## src/rtl/pf_sched_pkg.sv

```systemverilog
package pf_sched_pkg;

  localparam int unsigned WORD_W = 32;

  typedef enum logic [2:0] {
    DT_WORD   = 3'd0,
    DT_HALF_U = 3'd1,
    DT_HALF_S = 3'd2,
    DT_BYTE_U = 3'd3,
    DT_BYTE_S = 3'd4
  } dtype_e;

  function automatic logic [WORD_W-1:0] pick_field(logic [WORD_W-1:0] w,
                                                   logic [1:0] off, logic [2:0] t);
    logic [15:0] h;
    logic [7:0]  b;
    h = off[1] ? w[31:16] : w[15:0];
    b = w[{off, 3'b000} +: 8];
    case (t)
      DT_HALF_U: pick_field = {16'h0000, h};
      DT_HALF_S: pick_field = {{16{h[15]}}, h};
      DT_BYTE_U: pick_field = {24'h000000, b};
      DT_BYTE_S: pick_field = {{24{b[7]}}, b};
      default:   pick_field = w;
    endcase
  endfunction

endpackage

```

## src/rtl/pf_sched_queue.sv

```systemverilog
module pf_sched_queue #(
  parameter int unsigned DEPTH     = 8,
  parameter int unsigned NUM_BANKS = 4,
  parameter int unsigned SLOT_W    = 5,
  parameter int unsigned ADDR_W    = 32,
  parameter int unsigned BANK_W    = 2
) (
  input  logic                 clk_i,
  input  logic                 rst_ni,
  input  logic                 push_i,
  input  logic [SLOT_W-1:0]    push_slot_i,
  input  logic [ADDR_W-1:0]    push_addr_i,
  input  logic [2:0]           push_type_i,
  input  logic [BANK_W-1:0]    push_bank_i,
  input  logic [NUM_BANKS-1:0] bank_free_i,
  output logic                 full_o,
  output logic                 pop_valid_o,
  output logic [SLOT_W-1:0]    pop_slot_o,
  output logic [ADDR_W-1:0]    pop_addr_o,
  output logic [2:0]           pop_type_o,
  output logic [BANK_W-1:0]    pop_bank_o
);
  localparam int unsigned CNT_W = $clog2(DEPTH + 1);
  localparam int unsigned IDX_W = (DEPTH > 1) ? $clog2(DEPTH) : 1;

  logic [SLOT_W-1:0] slot_q [DEPTH];
  logic [ADDR_W-1:0] addr_q [DEPTH];
  logic [2:0]        type_q [DEPTH];
  logic [BANK_W-1:0] bank_q [DEPTH];
  logic [SLOT_W-1:0] slot_n [DEPTH];
  logic [ADDR_W-1:0] addr_n [DEPTH];
  logic [2:0]        type_n [DEPTH];
  logic [BANK_W-1:0] bank_n [DEPTH];
  logic [CNT_W-1:0]  cnt_q, cnt_n;
  logic [IDX_W-1:0]  sel;

  // index 0 is the oldest entry; the lowest eligible index wins
  always_comb begin
    pop_valid_o = 1'b0;
    sel         = '0;
    for (int i = DEPTH - 1; i >= 0; i--) begin
      if (CNT_W'(i) < cnt_q && bank_free_i[bank_q[i]]) begin
        pop_valid_o = 1'b1;
        sel         = IDX_W'(i);
      end
    end
  end

  assign pop_slot_o = slot_q[sel];
  assign pop_addr_o = addr_q[sel];
  assign pop_type_o = type_q[sel];
  assign pop_bank_o = bank_q[sel];
  assign full_o     = (cnt_q == CNT_W'(DEPTH));

  // compact over the popped entry, then append at the tail
  always_comb begin
    slot_n = slot_q;
    addr_n = addr_q;
    type_n = type_q;
    bank_n = bank_q;
    cnt_n  = cnt_q;
    if (pop_valid_o) begin
      for (int i = 0; i < DEPTH - 1; i++) begin
        if (IDX_W'(i) >= sel) begin
          slot_n[i] = slot_q[i+1];
          addr_n[i] = addr_q[i+1];
          type_n[i] = type_q[i+1];
          bank_n[i] = bank_q[i+1];
        end
      end
      cnt_n = cnt_q - 1'b1;
    end
    if (push_i) begin
      slot_n[cnt_n[IDX_W-1:0]] = push_slot_i;
      addr_n[cnt_n[IDX_W-1:0]] = push_addr_i;
      type_n[cnt_n[IDX_W-1:0]] = push_type_i;
      bank_n[cnt_n[IDX_W-1:0]] = push_bank_i;
      cnt_n = cnt_n + 1'b1;
    end
  end

  always_ff @(posedge clk_i or negedge rst_ni) begin
    if (!rst_ni) cnt_q <= '0;
    else         cnt_q <= cnt_n;
  end

  always_ff @(posedge clk_i) begin
    slot_q <= slot_n;
    addr_q <= addr_n;
    type_q <= type_n;
    bank_q <= bank_n;
  end

  a_r1_count_bound: assert property (@(posedge clk_i) disable iff (!rst_ni)
    cnt_q <= CNT_W'(DEPTH));

  a_r5_one_leaves: assert property (@(posedge clk_i) disable iff (!rst_ni)
    pop_valid_o && !push_i |=> cnt_q == $past(cnt_q) - 1'b1);

endmodule

```

## src/rtl/pf_sched_bank.sv

```systemverilog
module pf_sched_bank
  import pf_sched_pkg::*;
#(
  parameter int unsigned SLOT_W = 5,
  parameter int unsigned ADDR_W = 32
) (
  input  logic              clk_i,
  input  logic              rst_ni,
  input  logic              issue_i,
  input  logic [SLOT_W-1:0] issue_slot_i,
  input  logic [ADDR_W-1:0] issue_addr_i,
  input  logic [2:0]        issue_type_i,
  output logic              free_o,
  output logic              mem_req_o,
  output logic [ADDR_W-1:0] mem_addr_o,
  input  logic              mem_ack_i,
  input  logic [WORD_W-1:0] mem_rdata_i,
  input  logic              mem_err_i,
  input  logic              take_i,
  output logic              hold_o,
  output logic [SLOT_W-1:0] hold_slot_o,
  output logic [WORD_W-1:0] hold_data_o,
  output logic              hold_fault_o
);
  logic              req_q, busy_q, hold_q, fault_q;
  logic [ADDR_W-1:0] addr_q;
  logic [SLOT_W-1:0] slot_q;
  logic [2:0]        type_q;
  logic [WORD_W-1:0] data_q;

  always_ff @(posedge clk_i or negedge rst_ni) begin
    if (!rst_ni) begin
      req_q   <= 1'b0;
      busy_q  <= 1'b0;
      hold_q  <= 1'b0;
      fault_q <= 1'b0;
      addr_q  <= '0;
      slot_q  <= '0;
      type_q  <= '0;
      data_q  <= '0;
    end else begin
      req_q <= issue_i;
      if (issue_i) begin
        busy_q <= 1'b1;
        addr_q <= issue_addr_i;
        slot_q <= issue_slot_i;
        type_q <= issue_type_i;
      end
      if (busy_q && mem_ack_i) begin
        busy_q  <= 1'b0;
        hold_q  <= 1'b1;
        fault_q <= mem_err_i;
        data_q  <= mem_err_i ? '0 : pick_field(mem_rdata_i, addr_q[1:0], type_q);
      end
      if (take_i) hold_q <= 1'b0;
    end
  end

  assign free_o       = !busy_q && !hold_q;
  assign mem_req_o    = req_q;
  assign mem_addr_o   = {addr_q[ADDR_W-1:2], 2'b00};
  assign hold_o       = hold_q;
  assign hold_slot_o  = slot_q;
  assign hold_data_o  = data_q;
  assign hold_fault_o = fault_q;

  a_r3_issue_when_idle: assert property (@(posedge clk_i) disable iff (!rst_ni)
    issue_i |-> free_o);

  a_r3_req_pulse: assert property (@(posedge clk_i) disable iff (!rst_ni)
    mem_req_o |=> !mem_req_o);

  a_r6_take_needs_hold: assert property (@(posedge clk_i) disable iff (!rst_ni)
    take_i |-> hold_o);

  a_r6_result_kept: assert property (@(posedge clk_i) disable iff (!rst_ni)
    hold_o && !take_i |=> hold_o && $stable(hold_data_o) && $stable(hold_slot_o));

endmodule

```

## src/rtl/pf_sched.sv

```systemverilog
module pf_sched
  import pf_sched_pkg::*;
#(
  parameter int unsigned NUM_BANKS   = 4,
  parameter int unsigned QUEUE_DEPTH = 8,
  parameter int unsigned SLOT_W      = 5,
  parameter int unsigned ADDR_W      = 32
) (
  input  logic                        clk_i,
  input  logic                        rst_ni,
  input  logic                        req_valid_i,
  output logic                        req_ready_o,
  input  logic [SLOT_W-1:0]           req_slot_i,
  input  logic [ADDR_W-1:0]           req_addr_i,
  input  logic [2:0]                  req_type_i,
  output logic [NUM_BANKS-1:0]        mem_req_o,
  output logic [NUM_BANKS*ADDR_W-1:0] mem_addr_o,
  input  logic [NUM_BANKS-1:0]        mem_ack_i,
  input  logic [NUM_BANKS*WORD_W-1:0] mem_rdata_i,
  input  logic [NUM_BANKS-1:0]        mem_err_i,
  output logic                        rsp_valid_o,
  output logic [SLOT_W-1:0]           rsp_slot_o,
  output logic [WORD_W-1:0]           rsp_data_o,
  output logic                        rsp_fault_o
);
  localparam int unsigned BANK_W = (NUM_BANKS > 1) ? $clog2(NUM_BANKS) : 1;

  logic                 full, push, pop_valid;
  logic [ADDR_W-3:0]    word_addr;
  logic [BANK_W-1:0]    push_bank, pop_bank;
  logic [SLOT_W-1:0]    pop_slot;
  logic [ADDR_W-1:0]    pop_addr;
  logic [2:0]           pop_type;
  logic [NUM_BANKS-1:0] bank_free, take, hold, hold_fault;
  logic [SLOT_W-1:0]    hold_slot [NUM_BANKS];
  logic [WORD_W-1:0]    hold_data [NUM_BANKS];

  assign word_addr   = req_addr_i[ADDR_W-1:2];
  assign push_bank   = BANK_W'(word_addr % (ADDR_W-2)'(NUM_BANKS));
  assign req_ready_o = !full;
  assign push        = req_valid_i && !full;

  pf_sched_queue #(
    .DEPTH(QUEUE_DEPTH), .NUM_BANKS(NUM_BANKS), .SLOT_W(SLOT_W),
    .ADDR_W(ADDR_W), .BANK_W(BANK_W)
  ) i_queue (
    .clk_i, .rst_ni,
    .push_i(push), .push_slot_i(req_slot_i), .push_addr_i(req_addr_i),
    .push_type_i(req_type_i), .push_bank_i(push_bank),
    .bank_free_i(bank_free), .full_o(full),
    .pop_valid_o(pop_valid), .pop_slot_o(pop_slot), .pop_addr_o(pop_addr),
    .pop_type_o(pop_type), .pop_bank_o(pop_bank)
  );

  for (genvar b = 0; b < NUM_BANKS; b++) begin : g_bank
    pf_sched_bank #(.SLOT_W(SLOT_W), .ADDR_W(ADDR_W)) i_bank (
      .clk_i, .rst_ni,
      .issue_i(pop_valid && pop_bank == BANK_W'(b)),
      .issue_slot_i(pop_slot), .issue_addr_i(pop_addr), .issue_type_i(pop_type),
      .free_o(bank_free[b]),
      .mem_req_o(mem_req_o[b]), .mem_addr_o(mem_addr_o[b*ADDR_W +: ADDR_W]),
      .mem_ack_i(mem_ack_i[b]), .mem_rdata_i(mem_rdata_i[b*WORD_W +: WORD_W]),
      .mem_err_i(mem_err_i[b]),
      .take_i(take[b]), .hold_o(hold[b]), .hold_slot_o(hold_slot[b]),
      .hold_data_o(hold_data[b]), .hold_fault_o(hold_fault[b])
    );
  end

  // fixed priority: lowest bank with a waiting result
  always_comb begin
    take        = '0;
    rsp_valid_o = 1'b0;
    rsp_slot_o  = '0;
    rsp_data_o  = '0;
    rsp_fault_o = 1'b0;
    for (int b = NUM_BANKS - 1; b >= 0; b--) begin
      if (hold[b]) begin
        take        = '0;
        take[b]     = 1'b1;
        rsp_valid_o = 1'b1;
        rsp_slot_o  = hold_slot[b];
        rsp_data_o  = hold_data[b];
        rsp_fault_o = hold_fault[b];
      end
    end
  end

  a_r6_one_completion: assert property (@(posedge clk_i) disable iff (!rst_ni)
    $onehot0(take));

  a_r3_strobe_per_open_bank: assert property (@(posedge clk_i) disable iff (!rst_ni)
    $countones(mem_req_o) <= 1);

  a_r1_ready_after_pop: assert property (@(posedge clk_i) disable iff (!rst_ni)
    !req_ready_o && pop_valid |=> req_ready_o);

endmodule

```

## config.mk

```make
export PLATFORM = sky130hd
export DESIGN_NAME = pf_sched
export DESIGN_NICKNAME = d
export VERILOG_FILES = /design/src/rtl/pf_sched_pkg.sv /design/src/rtl/pf_sched_queue.sv /design/src/rtl/pf_sched_bank.sv /design/src/rtl/pf_sched.sv
export SDC_FILE = /design/constraint.sdc
export NUM_CORES = 2
export LEC_CHECK = 0
export ABC_AREA = 0
export BUFFER_PORTS_ARGS = -buffer_cell sky130_fd_sc_hd__buf_4
export CELL_PAD_IN_SITES_DETAIL_PLACEMENT = 2
export CELL_PAD_IN_SITES_GLOBAL_PLACEMENT = 2
export CORE_UTILIZATION = 34
export DETAILED_ROUTE_END_ITERATION = 12
export PLACE_DENSITY_LB_ADDON = 0.1
export SYNTH_ARGS = -nofsm -noshare
export SYNTH_HDL_FRONTEND = slang
export SYNTH_SLANG_ARGS = --single-unit
```

## constraint.sdc

```tcl
create_clock -name clk_i -period 6 [get_ports clk_i]
set_input_delay 1.2 -clock clk_i [delete_from_list [all_inputs] [get_ports clk_i]]
set_output_delay 1.2 -clock clk_i [all_outputs]
set_load 0.01 [all_outputs]
```

==> results.json <==
{
  "crit_required_ns": 6.54,
  "max_freq_ghz": 0.202,
  "grt_pass1_wl_um": 189000,
  "cts_hold_repair.buffers": 0,
  "cp_max_fo": 82,
  "critPathBufInv": 2,
  "clk_pin_slew_ns": 0.06,
  "totalWireLength_um": 124000,
  "finalSetupViolations": 0,
  "status": "finished, final reports clean",
  "cp.arrival_ns": 5.49,
  "die_h_um": 311,
  "ys.flop_type": "dfrtp_1",
  "ioPinCount": 351,
  "synthArstFlopShare_pct": 48.0,
  "root_buffer": "clkbuf_16",
  "synth.most_common_cell": "nand2_1",
  "grt_max_degree": 103,
  "worst-setup-path-type": "reg2reg",
  "synth.largest_area_cell": "dfrtp_1",
  "critPathTopFamily": "simple AND/OR/NAND/NOR gates",
  "hold_class": "reg2reg",
  "slew_violations": 0,
  "final-hold-violation-count": 0,
  "dpl.hpwl_um": 84800,
  "clock_latency_ns": 0.67,
  "drv_cap": 0,
  "synth_area_um2": 32500,
  "cp_slowest_cell": "nor3_1",
  "place_worst_setup_slack_ns": 1.07,
  "io_buffers": 342,
  "syn_to_final_growth_pct": 16.9,
  "antenna_found_initial": 8,
  "vias": 26800,
  "worstHoldStart": "g_bank[3].i_bank.hold_data_o[24]",
  "cts_buffers": 77,
  "drc": 0,
  "cts_setup_buffers": 0,
  "core_area_um2": 94900,
  "grt_remaining_overflow": 0,
  "hold_path_depth": 2,
  "cts_resized": 0,
  "viasPerCell": 5.51,
  "multi_input_area_um2": 15800,
  "fin_ws_ns": 1.05,
  "cp-start-kind": "flip-flop",
  "ys_ff_latch": 642,
  "relSlewSlack_pct": 16.7,
  "worstMarginPinSlew_ns": 1.24,
  "final.setup.tns_ns": 0,
  "syn_inst": 3425,
  "fin_skew_ns": 0.0401,
  "endpoint_kind": "flip-flop",
  "rows": 113,
  "wl_per_cell_um": 25.6,
  "drt_iter0_markers": 1369,
  "crit_chain": "buf_4 -> or2_0 -> mux4_2 -> o2bb2ai_1 -> nor3_1 -> o21ai_0 -> and3_1 -> or4_1 -> o32ai_4 -> buf_4 -> mux2_1",
  "layout-drive-gt1-share_pct": 19.6,
  "die_area_um2": 96900,
  "final.fill_count": 10200,
  "crit_top_cell": "buf_4",
  "synth.yosys.seq_area_share_pct": 45.5,
  "grt_pass1_vias": 29700,
  "gp_congestion": 0.848,
  "cts-htree-levels": 3,
  "start_util_pct": 34.3,
  "timing.rr.start": "g_bank[1].i_bank.hold_o",
  "tritoncts": "built",
  "yosys-top-cells-area": "dfrtp_1 (24%), dfxtp_1 (18%), mux2i_1 (14%)",
  "post-synth-top-area-fraction_pct": 23.7,
  "die_w_um": 311,
  "synth.distinct_cells": 65,
  "crit_start": "g_bank[1].i_bank.hold_o",
  "grtUsageTotal_pct": 25.4,
  "firstDrtPassIters": 7,
  "ant_nets": 0,
  "synth_commonest_cells": "nand2_1 (546), mux2i_1 (448), o21ai_0 (389)",
  "max_stage_delay_ns": 0.95,
  "syn_area_per_cell_um2": 9.50,
  "cts_sinks": 642,
  "fin_crit_sh_pct": 82.5,
  "period_minus_slack_ns": 4.95,
  "nets": 3719,
  "rsz0062_at_grt": "false",
  "yosys_warnings": 0,
  "synth_edf_count": 40,
  "path_depth": 11,
  "seq_area_um2": 14800,
  "r2r.worst_path.cells": 11,
  "cts_buffer_depth": 3
}
==> per-layer routing <==
layer  vias to the layer above  track usage, %  part of all wire [%]
met1                     14000            34.4                    46
met2                       555            41.9                    47
li1                      12200               -                     -
met5                         -               0                 0.019
met4                         4            6.62                   1.9
met3                       153            4.20                   4.8
==> stage by stage <==
stage	hold slack (ns)	std cells	util [%]	instance area (um^2)
2_1_floorplan	0.444	3432	-	32600
3_3_place_gp	0.459	4721	37.3	35400
3_5_place_dp	0.468	4721	37.3	35400
4_1_cts	0.480	4861	40.1	38000
5_1_grt	0.498	4864	40.1	38000
6_report	0.478	4869	40.1	38000
==> path summary, 6_finish.rpt <==
check                                                   end  slack, ns
hold reg to reg            g_bank[3].i_bank.hold_data_o[24]       0.48
hold / removal             g_bank[3].i_bank.hold_data_o[24]       0.48
setup / recovery                g_bank[3].i_bank.addr_q[16]       1.05
min in group asynchronous   g_bank[0].i_bank.hold_data_o[3]       0.53
setup reg to reg                g_bank[3].i_bank.addr_q[16]       1.05
max in group asynchronous  g_bank[2].i_bank.hold_data_o[14]       4.21
==> cells by family (layout without fill, tap and decap cells) <==
| family | count (synthesis) | after routing | synth area share (%) |
|---|---|---|---|
| flip-flops | 642 | 642 | 45.5 |
| buffers and inverters | 390 | 554 | 6.46 |
| multiplexers | 675 | 675 | 21.8 |
| adder cells (fa/ha/maj) | 5 | 5 | 0.192 |
| AND/OR/NAND/NOR | 887 | 887 | 11.0 |
| AO/OA/AOI/OAI | 813 | 813 | 14.7 |
| XOR/XNOR | 12 | 12 | 0.323 |
| other | 1 | 16 | 0.0115 |
==> sequential cells by signal, indices dropped and copies added, names as in the netlist, named ones only <==
| register | cells |
|---|---|
| g_bank.i_bank.addr_q | 128 |
| g_bank.i_bank.busy_q | 4 |
| g_bank.i_bank.hold_data_o | 128 |
| g_bank.i_bank.hold_fault_o | 4 |
| g_bank.i_bank.hold_o | 4 |
| g_bank.i_bank.hold_slot_o | 20 |
| g_bank.i_bank.mem_req_o | 4 |
| g_bank.i_bank.type_q | 12 |
| i_queue.addr_q | 224 |
| i_queue.bank_q | 14 |
| i_queue.cnt_q | 4 |
| i_queue.slot_q | 35 |
| i_queue.type_q | 21 |
==> cell type report <==
| class | count | area share, % |
|---|---|---|
| multi-input combinational | 2400 | 41.6 |
| sequential | 642 | 38.9 |
| timing repair buffer | 398 | 8.24 |
| clock buffer | 113 | 5.95 |
| tap | 1265 | 4.16 |
| clock inverter | 27 | 0.908 |
| inverter | 16 | 0.158 |
| antenna | 8 | 0.0526 |
==> layout by cell type, fill, tap and decap left out, types with 9 or more instances in the layout <==
cell       count
a2111oi_0     21
a211oi_1      14
a21o_1        25
a21oi_1      125
a221oi_1      22
a22oi_1       38
a31oi_1       88
buf_12        11
buf_4        386
clkbuf_1      17
clkbuf_16     78
clkbuf_8      18
clkinv_2      14
dfrtp_1      306
dfxtp_1      294
edfxtp_1      40
inv_1         16
mux2_1        97
mux2_2       126
mux2i_1      448
nand2_1      544
nand2b_1      12
nand3_1       11
nor2_1       236
nor2b_1        9
nor3_1        11
o21ai_0      386
o21ai_1       28
or2_2         29
xnor2_1       11
==> worst min-delay path, stage by stage (launching register included) <==
cell     delay (ns)
dfrtp_1        0.34
nand2_1        0.05
o21ai_0        0.06
Power is not shown: default switching activity piles up to over one toggle a cycle in this logic, so the estimate is an artifact.
